**src/rtl/plad_pkg.sv**
```systemverilog
package plad_pkg;

    typedef enum logic [1:0] {
        SZ_8  = 2'd0,
        SZ_16 = 2'd1,
        SZ_32 = 2'd2,
        SZ_64 = 2'd3
    } lane_size_e;

    typedef enum logic [1:0] {
        MD_WRAP  = 2'd0,
        MD_SAT   = 2'd1,
        MD_HALF  = 2'd2,
        MD_RHALF = 2'd3
    } add_mode_e;

    localparam int NUM_SIZES = 4;

endpackage

```
**src/rtl/seg_adder.sv**
```systemverilog
module seg_adder #(
    parameter int NSEG  = 16,
    parameter int SEG_W = 8
) (
    input  logic [NSEG*SEG_W-1:0] a_i,
    input  logic [NSEG*SEG_W-1:0] b_i,
    input  logic                  sub_i,
    input  logic [NSEG-1:0]       seg_first_i,
    output logic [NSEG*SEG_W-1:0] sum_o,
    output logic [NSEG-1:0]       seg_cout_o
);

    for (genvar i = 0; i < NSEG; i++) begin : g_seg
        logic [SEG_W-1:0] a_seg;
        logic [SEG_W-1:0] b_inv;
        logic             cin;
        logic [SEG_W:0]   t;

        assign a_seg = a_i[i*SEG_W +: SEG_W];
        assign b_inv = b_i[i*SEG_W +: SEG_W] ^ {SEG_W{sub_i}};

        if (i == 0) begin : g_head
            assign cin = sub_i;
        end else begin : g_link
            // a lane edge restarts the chain with the subtract carry-in
            assign cin = seg_first_i[i] ? sub_i : g_seg[i-1].t[SEG_W];
        end

        assign t = {1'b0, a_seg} + {1'b0, b_inv} + {{SEG_W{1'b0}}, cin};
        assign sum_o[i*SEG_W +: SEG_W] = t[SEG_W-1:0];
        assign seg_cout_o[i] = t[SEG_W];
    end

endmodule

```
**src/rtl/lane_post.sv**
```systemverilog
module lane_post
    import plad_pkg::*;
#(
    parameter int LW = 8
) (
    input  logic [LW-1:0] sum_i,
    input  logic          ext_i,
    input  logic          is_signed_i,
    input  logic          is_sub_i,
    input  logic [1:0]    mode_i,
    output logic [LW-1:0] res_o,
    output logic          sat_o
);

    add_mode_e        md;
    logic [LW-1:0]    half;
    logic [LW-1:0]    rhalf;
    logic             ovf;
    logic [LW-1:0]    clamp;

    assign md = add_mode_e'(mode_i);

    always_comb begin
        // {ext, sum} is the exact lane value; shifting pulls ext in on top
        half  = {ext_i, sum_i[LW-1:1]};
        // floor((v+1)/2) equals floor(v/2) plus the dropped low bit
        rhalf = half + LW'(sum_i[0]);

        if (is_signed_i) begin
            ovf   = ext_i ^ sum_i[LW-1];
            clamp = ext_i ? {1'b1, {(LW-1){1'b0}}} : {1'b0, {(LW-1){1'b1}}};
        end else begin
            ovf   = ext_i;
            clamp = is_sub_i ? {LW{1'b0}} : {LW{1'b1}};
        end

        sat_o = 1'b0;
        unique case (md)
            MD_WRAP:  res_o = sum_i;
            MD_SAT: begin
                res_o = ovf ? clamp : sum_i;
                sat_o = ovf;
            end
            MD_HALF:  res_o = half;
            MD_RHALF: res_o = rhalf;
            default:  res_o = sum_i;
        endcase
    end

endmodule

```
**src/rtl/packed_lane_adder.sv**
```systemverilog
module packed_lane_adder
    import plad_pkg::*;
#(
    parameter int VEC_W = 128,
    parameter int SEG_W = 8
) (
    input  logic                     clk,
    input  logic                     rst_n,
    input  logic                     in_valid,
    input  logic [1:0]               lane_size,
    input  logic                     is_signed,
    input  logic                     is_sub,
    input  logic [1:0]               mode,
    input  logic [VEC_W-1:0]         op_a,
    input  logic [VEC_W-1:0]         op_b,
    input  logic                     sat_clr,
    output logic                     out_valid,
    output logic [VEC_W-1:0]         result,
    output logic [VEC_W/SEG_W-1:0]   lane_sat,
    output logic                     sat_status
);

    localparam int NSEG = VEC_W / SEG_W;

    typedef struct packed {
        logic             vld;
        logic [VEC_W-1:0] res;
        logic [NSEG-1:0]  sat;
        logic             sticky;
    } plad_state_t;

    plad_state_t st_d, st_q;

    logic [NSEG-1:0]  seg_first;
    logic [VEC_W-1:0] seg_sum;
    logic [NSEG-1:0]  seg_cout;
    logic [VEC_W-1:0] res_v [NUM_SIZES];
    logic [NSEG-1:0]  sat_v [NUM_SIZES];
    logic [NSEG-1:0]  sat_sel;

    always_comb begin
        for (int i = 0; i < NSEG; i++) begin
            seg_first[i] = ((i & ((1 << lane_size) - 1)) == 0);
        end
    end

    seg_adder #(
        .NSEG (NSEG),
        .SEG_W(SEG_W)
    ) u_adder (
        .a_i        (op_a),
        .b_i        (op_b),
        .sub_i      (is_sub),
        .seg_first_i(seg_first),
        .sum_o      (seg_sum),
        .seg_cout_o (seg_cout)
    );

    for (genvar k = 0; k < NUM_SIZES; k++) begin : g_sz
        localparam int LW  = SEG_W << k;
        localparam int NL  = NSEG >> k;
        localparam int SPL = 1 << k;

        logic [VEC_W-1:0] r;
        logic [NL-1:0]    s;

        for (genvar j = 0; j < NL; j++) begin : g_ln
            localparam int TOP = (j + 1) * SPL - 1;
            localparam int MSB = (TOP + 1) * SEG_W - 1;

            logic ext;
            // extra bit: extended operand tops plus carry out of the lane
            assign ext = (is_signed & op_a[MSB])
                       ^ ((is_signed & op_b[MSB]) ^ is_sub)
                       ^ seg_cout[TOP];

            lane_post #(.LW(LW)) u_post (
                .sum_i      (seg_sum[j*LW +: LW]),
                .ext_i      (ext),
                .is_signed_i(is_signed),
                .is_sub_i   (is_sub),
                .mode_i     (mode),
                .res_o      (r[j*LW +: LW]),
                .sat_o      (s[j])
            );
        end

        assign res_v[k] = r;
        assign sat_v[k] = NSEG'(s);
    end

    assign sat_sel = sat_v[lane_size];

    always_comb begin
        st_d     = st_q;
        st_d.vld = in_valid;
        if (in_valid) begin
            st_d.res = res_v[lane_size];
            st_d.sat = sat_sel;
        end
        st_d.sticky = (sat_clr ? 1'b0 : st_q.sticky) | (in_valid & (|sat_sel));
    end

    always_ff @(posedge clk or negedge rst_n) begin
        if (!rst_n) begin
            st_q <= '0;
        end else begin
            st_q <= st_d;
        end
    end

    assign out_valid  = st_q.vld;
    assign result     = st_q.res;
    assign lane_sat   = st_q.sat;
    assign sat_status = st_q.sticky;


    vld_follow_chk: assert property (@(posedge clk) disable iff (!rst_n)
        in_valid |=> out_valid);


    vld_drop_chk: assert property (@(posedge clk) disable iff (!rst_n)
        !in_valid |=> !out_valid);


    hold_chk: assert property (@(posedge clk) disable iff (!rst_n)
        !in_valid |=> ($stable(result) && $stable(lane_sat)));


    sticky_hold_chk: assert property (@(posedge clk) disable iff (!rst_n)
        (sat_status && !sat_clr) |=> sat_status);


    sticky_clr_chk: assert property (@(posedge clk) disable iff (!rst_n)
        (sat_clr && !(in_valid && (|sat_sel))) |=> !sat_status);


    nosat_mode_chk: assert property (@(posedge clk) disable iff (!rst_n)
        (in_valid && mode != MD_SAT) |=> (lane_sat == '0));


    lane_range_chk: assert property (@(posedge clk) disable iff (!rst_n)
        (in_valid && lane_size == SZ_64) |=> ((lane_sat >> (NSEG >> 3)) == '0));

endmodule

```
**config.mk**
```make
export PLATFORM = sky130hd
export DESIGN_NAME = packed_lane_adder
export DESIGN_NICKNAME = d
export VERILOG_FILES = /design/src/rtl/plad_pkg.sv /design/src/rtl/seg_adder.sv /design/src/rtl/lane_post.sv /design/src/rtl/packed_lane_adder.sv
export SDC_FILE = /design/constraint.sdc
export NUM_CORES = 2
export LEC_CHECK = 0
export CORE_MARGIN = 2
export CORE_UTILIZATION = 57
export DETAILED_ROUTE_END_ITERATION = 10
export HOLD_SLACK_MARGIN = 0.08
export PLACE_DENSITY = 0.81
export SLEW_MARGIN = 10
export SYNTH_ARGS = -nofsm -noshare
export SYNTH_HDL_FRONTEND = slang
export SYNTH_SLANG_ARGS = --single-unit
```
**constraint.sdc**
```tcl
create_clock -name clk -period 1.2 [get_ports clk]
set_input_delay 0.3 -clock clk [delete_from_list [all_inputs] [get_ports clk]]
set_output_delay 0.3 -clock clk [all_outputs]
set_load 0.02 [all_outputs]
```
==> out/qor.yml, run 1 <==
outcome:
  haltStage: "5_1_grt"
  error: "[ERROR GRT-0116] Global routing finished with congestion. Check the congestion regions in the DRC Viewer."
  status: "did not finish"
logic_synthesis:
  syn_area_mm2: 0.0263
  synth_compound_area_share_pct: 35.7
  synth_seq_cells: 146
  synth_top_family_by_area: "compound AO/OA/AOI/OAI gates"
  yosysMostFrequentCell: "nor2_1"
  yosysTopAreaCellShare_pct: 13.9
  synth_common_cells: "nor2_1, a21oi_1, nand2_1"
  synth_simple_gate_area_share_pct: 23.4
  yosys-mux-area-fraction_pct: 1.91
  synth-xor-area-share_pct: 11.5
  synth_edf_count: 0
  ys.warnings.count: 0
  synthesis.nets: 4056
  synthTopCellsByArea: "dfrtp_1, ha_1, xor2_1, a21oi_1, o21ai_0"
  synthDistinctLibCells: 97
  synth_ff_type: "dfrtp_1"
  synth_cells: 3615
  seq_area_frac_synth_pct: 13.9
  synth_area_per_cell_um2: 7.28
  yosysTopAreaCell: "dfrtp_1"
  async_reset_ff_share_pct: 100
  synth-adder-area-share_pct: 9.32
clock_network:
  clock-sinks: 146
  clockBufferDepth: 2
  cts_root_buf: "clkbuf_16"
  numCtsBuffers: 17
  h-tree-depth: 4
global_route:
  grt_use_total_pct: 94.3
  grt_max_degree: 79
  grt_pass1_vias: 55514
  grt_pass1_wl_um: 351000
  globalRouteOverflowTotal: 1567
floorplanning:
  die_x_um: 219
  die_h_um: 219
  num_io_pins: 412
  rows: 78
  start_util_pct: 57.9
placed_design:
  placed_cell_area_mm2: 0.0408
  dp_cells: 5668
  port_buffers: 411
  dpl.hpwl_um: 115000
  gp_congestion: 1.25
  pre_cts_slack_ns: -12.93
==> cell families after synthesis <==
group	after synthesis
compound gates	1370
xor+xnor	342
fa+ha+maj	178
buf+inv	297
flops	146
mux	49
simple gates	1233
==> repair_timing <==
action                     in CTS
gates resized for setup       187
setup endpoints to repair     291
pin swaps                      95
buffers inserted              103
hold endpoints to repair      146
cloned                          0
hold buffers                    1
==> per-stage QoR <==
stage / setup TNS [ns] / hold slack [ns]
after floorplan: -1713.82 / 0.00441
after detailed placement: -1788.62 / 0.178
after CTS: -1747.32 / 0.263
after global placement: -1701.96 / 0.179
==> per-layer routing <==
layer | track usage [%] | overflow
met5 | 77.9 | 15
met3 | 85.0 | 99
met1 | 89.4 | 136
met4 | 98.0 | 401
met2 | 107 | 916
==> run 2: changes to the inputs <==
--- a/config.mk
+++ b/config.mk
@@ -6,10 +6,9 @@
 export NUM_CORES = 2
 export LEC_CHECK = 0
 export CORE_MARGIN = 2
-export CORE_UTILIZATION = 57
+export CORE_UTILIZATION = 40
 export DETAILED_ROUTE_END_ITERATION = 10
-export HOLD_SLACK_MARGIN = 0.08
-export PLACE_DENSITY = 0.81
+export PLACE_DENSITY_LB_ADDON = 0.15
 export SLEW_MARGIN = 10
 export SYNTH_ARGS = -nofsm -noshare
 export SYNTH_HDL_FRONTEND = slang
==> out/qor.yml, run 2 <==
timing:
  final_max_slew_viol_count: 0
  fin_ws_ns: -11.77
  hold_violations: 0
  setup_violations: 291
  min_period_ns: 12.97
  rsz0062_at_grt: "yes"
  tns_ns: -1698.67
  clock.fmax_ghz: 0.0771
  tightest_slew_ns: 0.875
  fin_worst_skew_ns: 0
  hold-worst-slack_ns: 0.201
  finalCritPeriodShare_pct: 1080
  max_slew_margin_pct: 40.2
detailed_routing:
  drtIter0Drc: 4352
  viasPerCell: 6.15
  avgRoutedWirePerCell_um: 23.6
  drcViolationCount: 0
  vias: 38287
  maxUsedRoutingLayer: "met5"
  totalWireLength_um: 147000
  wl_met2_um: 63200
  routedLengthMet1_um: 58200
  ant_nets: 0
  met3_length_um: 16300
  drtPass1Iterations: 7
outcome:
  failed_checks: "setup timing"
  status: "complete, but fails checks"  # was did not finish
layout:
  final_cell_mix: "buf_4, clkdlybuf4s50_1, nor2_1, nand2_1, a21oi_1"
  finalNonFillerCells: 6228
  num-fill-cells: 5555
  multi_input_area_mm2: 0.0235
  ff_latch_area_mm2: 0.00365
  synthToLayoutAreaGrowth_pct: 72.0
  post-route-cell-area_mm2: 0.0453
  final_util_pct: 69.2
  layout-drive-gt1-share_pct: 37.5
  nNetsFinal: 5792
  largest_reg_flops: 128
  mostFrequentLayoutCell: "buf_4"
  antenna_cells: 0
global_route:
  grt_antenna_before_repair: 2
  globalRouteOverflowTotal: 0
  grt_pass1_wl_um: 216000
  grt_use_total_pct: 41.3
  grt_max_degree: 75
  grt_pass1_vias: 36454
worst_hold_path:
  holdPathStages: 3
  hold_start: "in_valid"
  hold_path.class: "in -> reg"
  hold_end: "result[54]"
clock_network:
  h-tree-depth: 4  # unchanged
  clock_latency_ns: 0.51
  clockBufferDepth: 2  # unchanged
  clock-sinks: 146  # unchanged
  numCtsBuffers: 17  # unchanged
  clk_pin_slew_worst_paths_ns: 0.07
  cts_root_buf: "clkbuf_16"  # unchanged
  cts_tree: "done"
logic_synthesis:
  synth_simple_gate_area_share_pct: 23.4  # unchanged
  syn_area_mm2: 0.0263  # unchanged
  synthesis.nets: 4056  # unchanged
  synth_compound_area_share_pct: 35.7  # unchanged
  synthDistinctLibCells: 97  # unchanged
  yosysTopAreaCell: "dfrtp_1"  # unchanged
  async_reset_ff_share_pct: 100  # unchanged
  yosys-mux-area-fraction_pct: 1.91  # unchanged
  yosysTopAreaCellShare_pct: 13.9  # unchanged
  synth_ff_type: "dfrtp_1"  # unchanged
  yosysMostFrequentCell: "nor2_1"  # unchanged
  synth_common_cells: "nor2_1, a21oi_1, nand2_1"  # unchanged
  synth_edf_count: 0  # unchanged
  synth_cells: 3615  # unchanged
  synth_area_per_cell_um2: 7.28  # unchanged
  ys.warnings.count: 0  # unchanged
  synth-xor-area-share_pct: 11.5  # unchanged
  synth-adder-area-share_pct: 9.32  # unchanged
  synth_top_family_by_area: "compound AO/OA/AOI/OAI gates"  # unchanged
  synth_seq_cells: 146  # unchanged
  seq_area_frac_synth_pct: 13.9  # unchanged
  synthTopCellsByArea: "dfrtp_1, ha_1, xor2_1, a21oi_1, o21ai_0"  # unchanged
placed_design:
  placed_cell_area_mm2: 0.0417  # was 0.0408 mm2
  pre_cts_slack_ns: -12.68  # was -12.93 ns
  gp_congestion: 1.03  # was 1.25
  dp_cells: 6007  # was 5,668
  port_buffers: 411  # unchanged
  dpl.hpwl_um: 113000  # was 115,000 um
floorplanning:
  num_io_pins: 412  # unchanged
  rows: 94  # was 78
  die_h_um: 260  # was 219 um
  die_area_mm2: 0.0678
  core_area_mm2: 0.0654
  die_x_um: 260  # was 219 um
  start_util_pct: 40.2  # was 57.9%
setup_path:
  worst-path-max-fanout: 7
  critPathSlowestCell: "fa_2"
  crit_top_cell: "fa_2"
  r2r_start: "result[28]"
  worst_r2r_endpoint: "result[28]"
  worstPathRequired_ns: 1.59
  critPathMaxStageDelay_ns: 0.39
  worstSetupStartpointType: "input pin"
  crit_buf_inv: 4
  crit_arrival_ns: 13.37
  worst-r2r-setup-slack_ns: -0.21
  r2r_cells: 5
  worstSetupPathType: "in -> reg"
  worstSetupEndpointType: "register"
  path_delay_family: "adder cells"
flow_run:
  max_cap_violations: 0
power:
  total_power_mw: 56.4
  power_leakage_nw: 19.6
  p_per_area_mw_per_mm2: 1250
  peakVddDrop_uv: 728
-- run 2: kinds of logic after synthesis --
logic type / Yosys count
AO/OA/AOI/OAI: 1370
AND/OR/NAND/NOR: 1233
XOR/XNOR: 342
multiplexers: 49
flip-flops: 146
adder cells (fa/ha/maj): 178
buffers and inverters: 297
-- run 2: worst max-delay path by stage --
stage / start / endpoint / slack, ns / cells past startpoint
after floorplan: is_sub / result[97] / -12.49 / 59
after global placement: op_b[64] / result[113] / -12.41 / 56
after detailed placement: op_b[64] / result[115] / -12.68 / 56
after CTS: is_sub / result[97] / -11.52 / 57
after global routing: op_b[65] / result[101] / -12.19 / 57
final: is_sub / result[98] / -11.77 / 57
-- run 2: area by class of cell --
class | instances | area share, %
timing repair buffer | 1957 | 35.9
inverter | 57 | 0.473
sequential | 146 | 8.07
multi-input combinational | 3172 | 51.9
clock inverter | 14 | 0.285
clock buffer | 18 | 0.970
tap | 864 | 2.39
-- run 2: worst reg2reg max path: cells and delay by family, from the launching register on --
kind | cells | cell delay [ns]
simple gates | 2 | 0.21
buf+inv | 1 | 0.15
flops | 1 | 0.41
compound gates | 2 | 0.53
-- run 2: power breakdown --
group	switching, mW	internal, mW	total (mW)
Combinational	22.2	21.1	43.3
Sequential	1.31	6.08	7.39
Clock	2.80	2.92	5.72
-- run 2: metal layers --
metal	up-vias	GRT usage, %
li1	17383	-
met1	18002	53.7
met2	2375	63.8
met3	523	8.87
met4	4	22.4
met5	-	0
-- run 2: timing repair --
| action | CTS | global route |
|---|---|---|
| endpoints found under the setup margin | 291 | 291 |
| hold buffers | 1 | 0 |
| buffers inserted | 141 | 59 |
| pin swaps | 90 | 120 |
| gates resized for setup | 166 | 179 |
| hold endpoints to repair | 146 | 0 |
(Power assumes the default switching activity.)
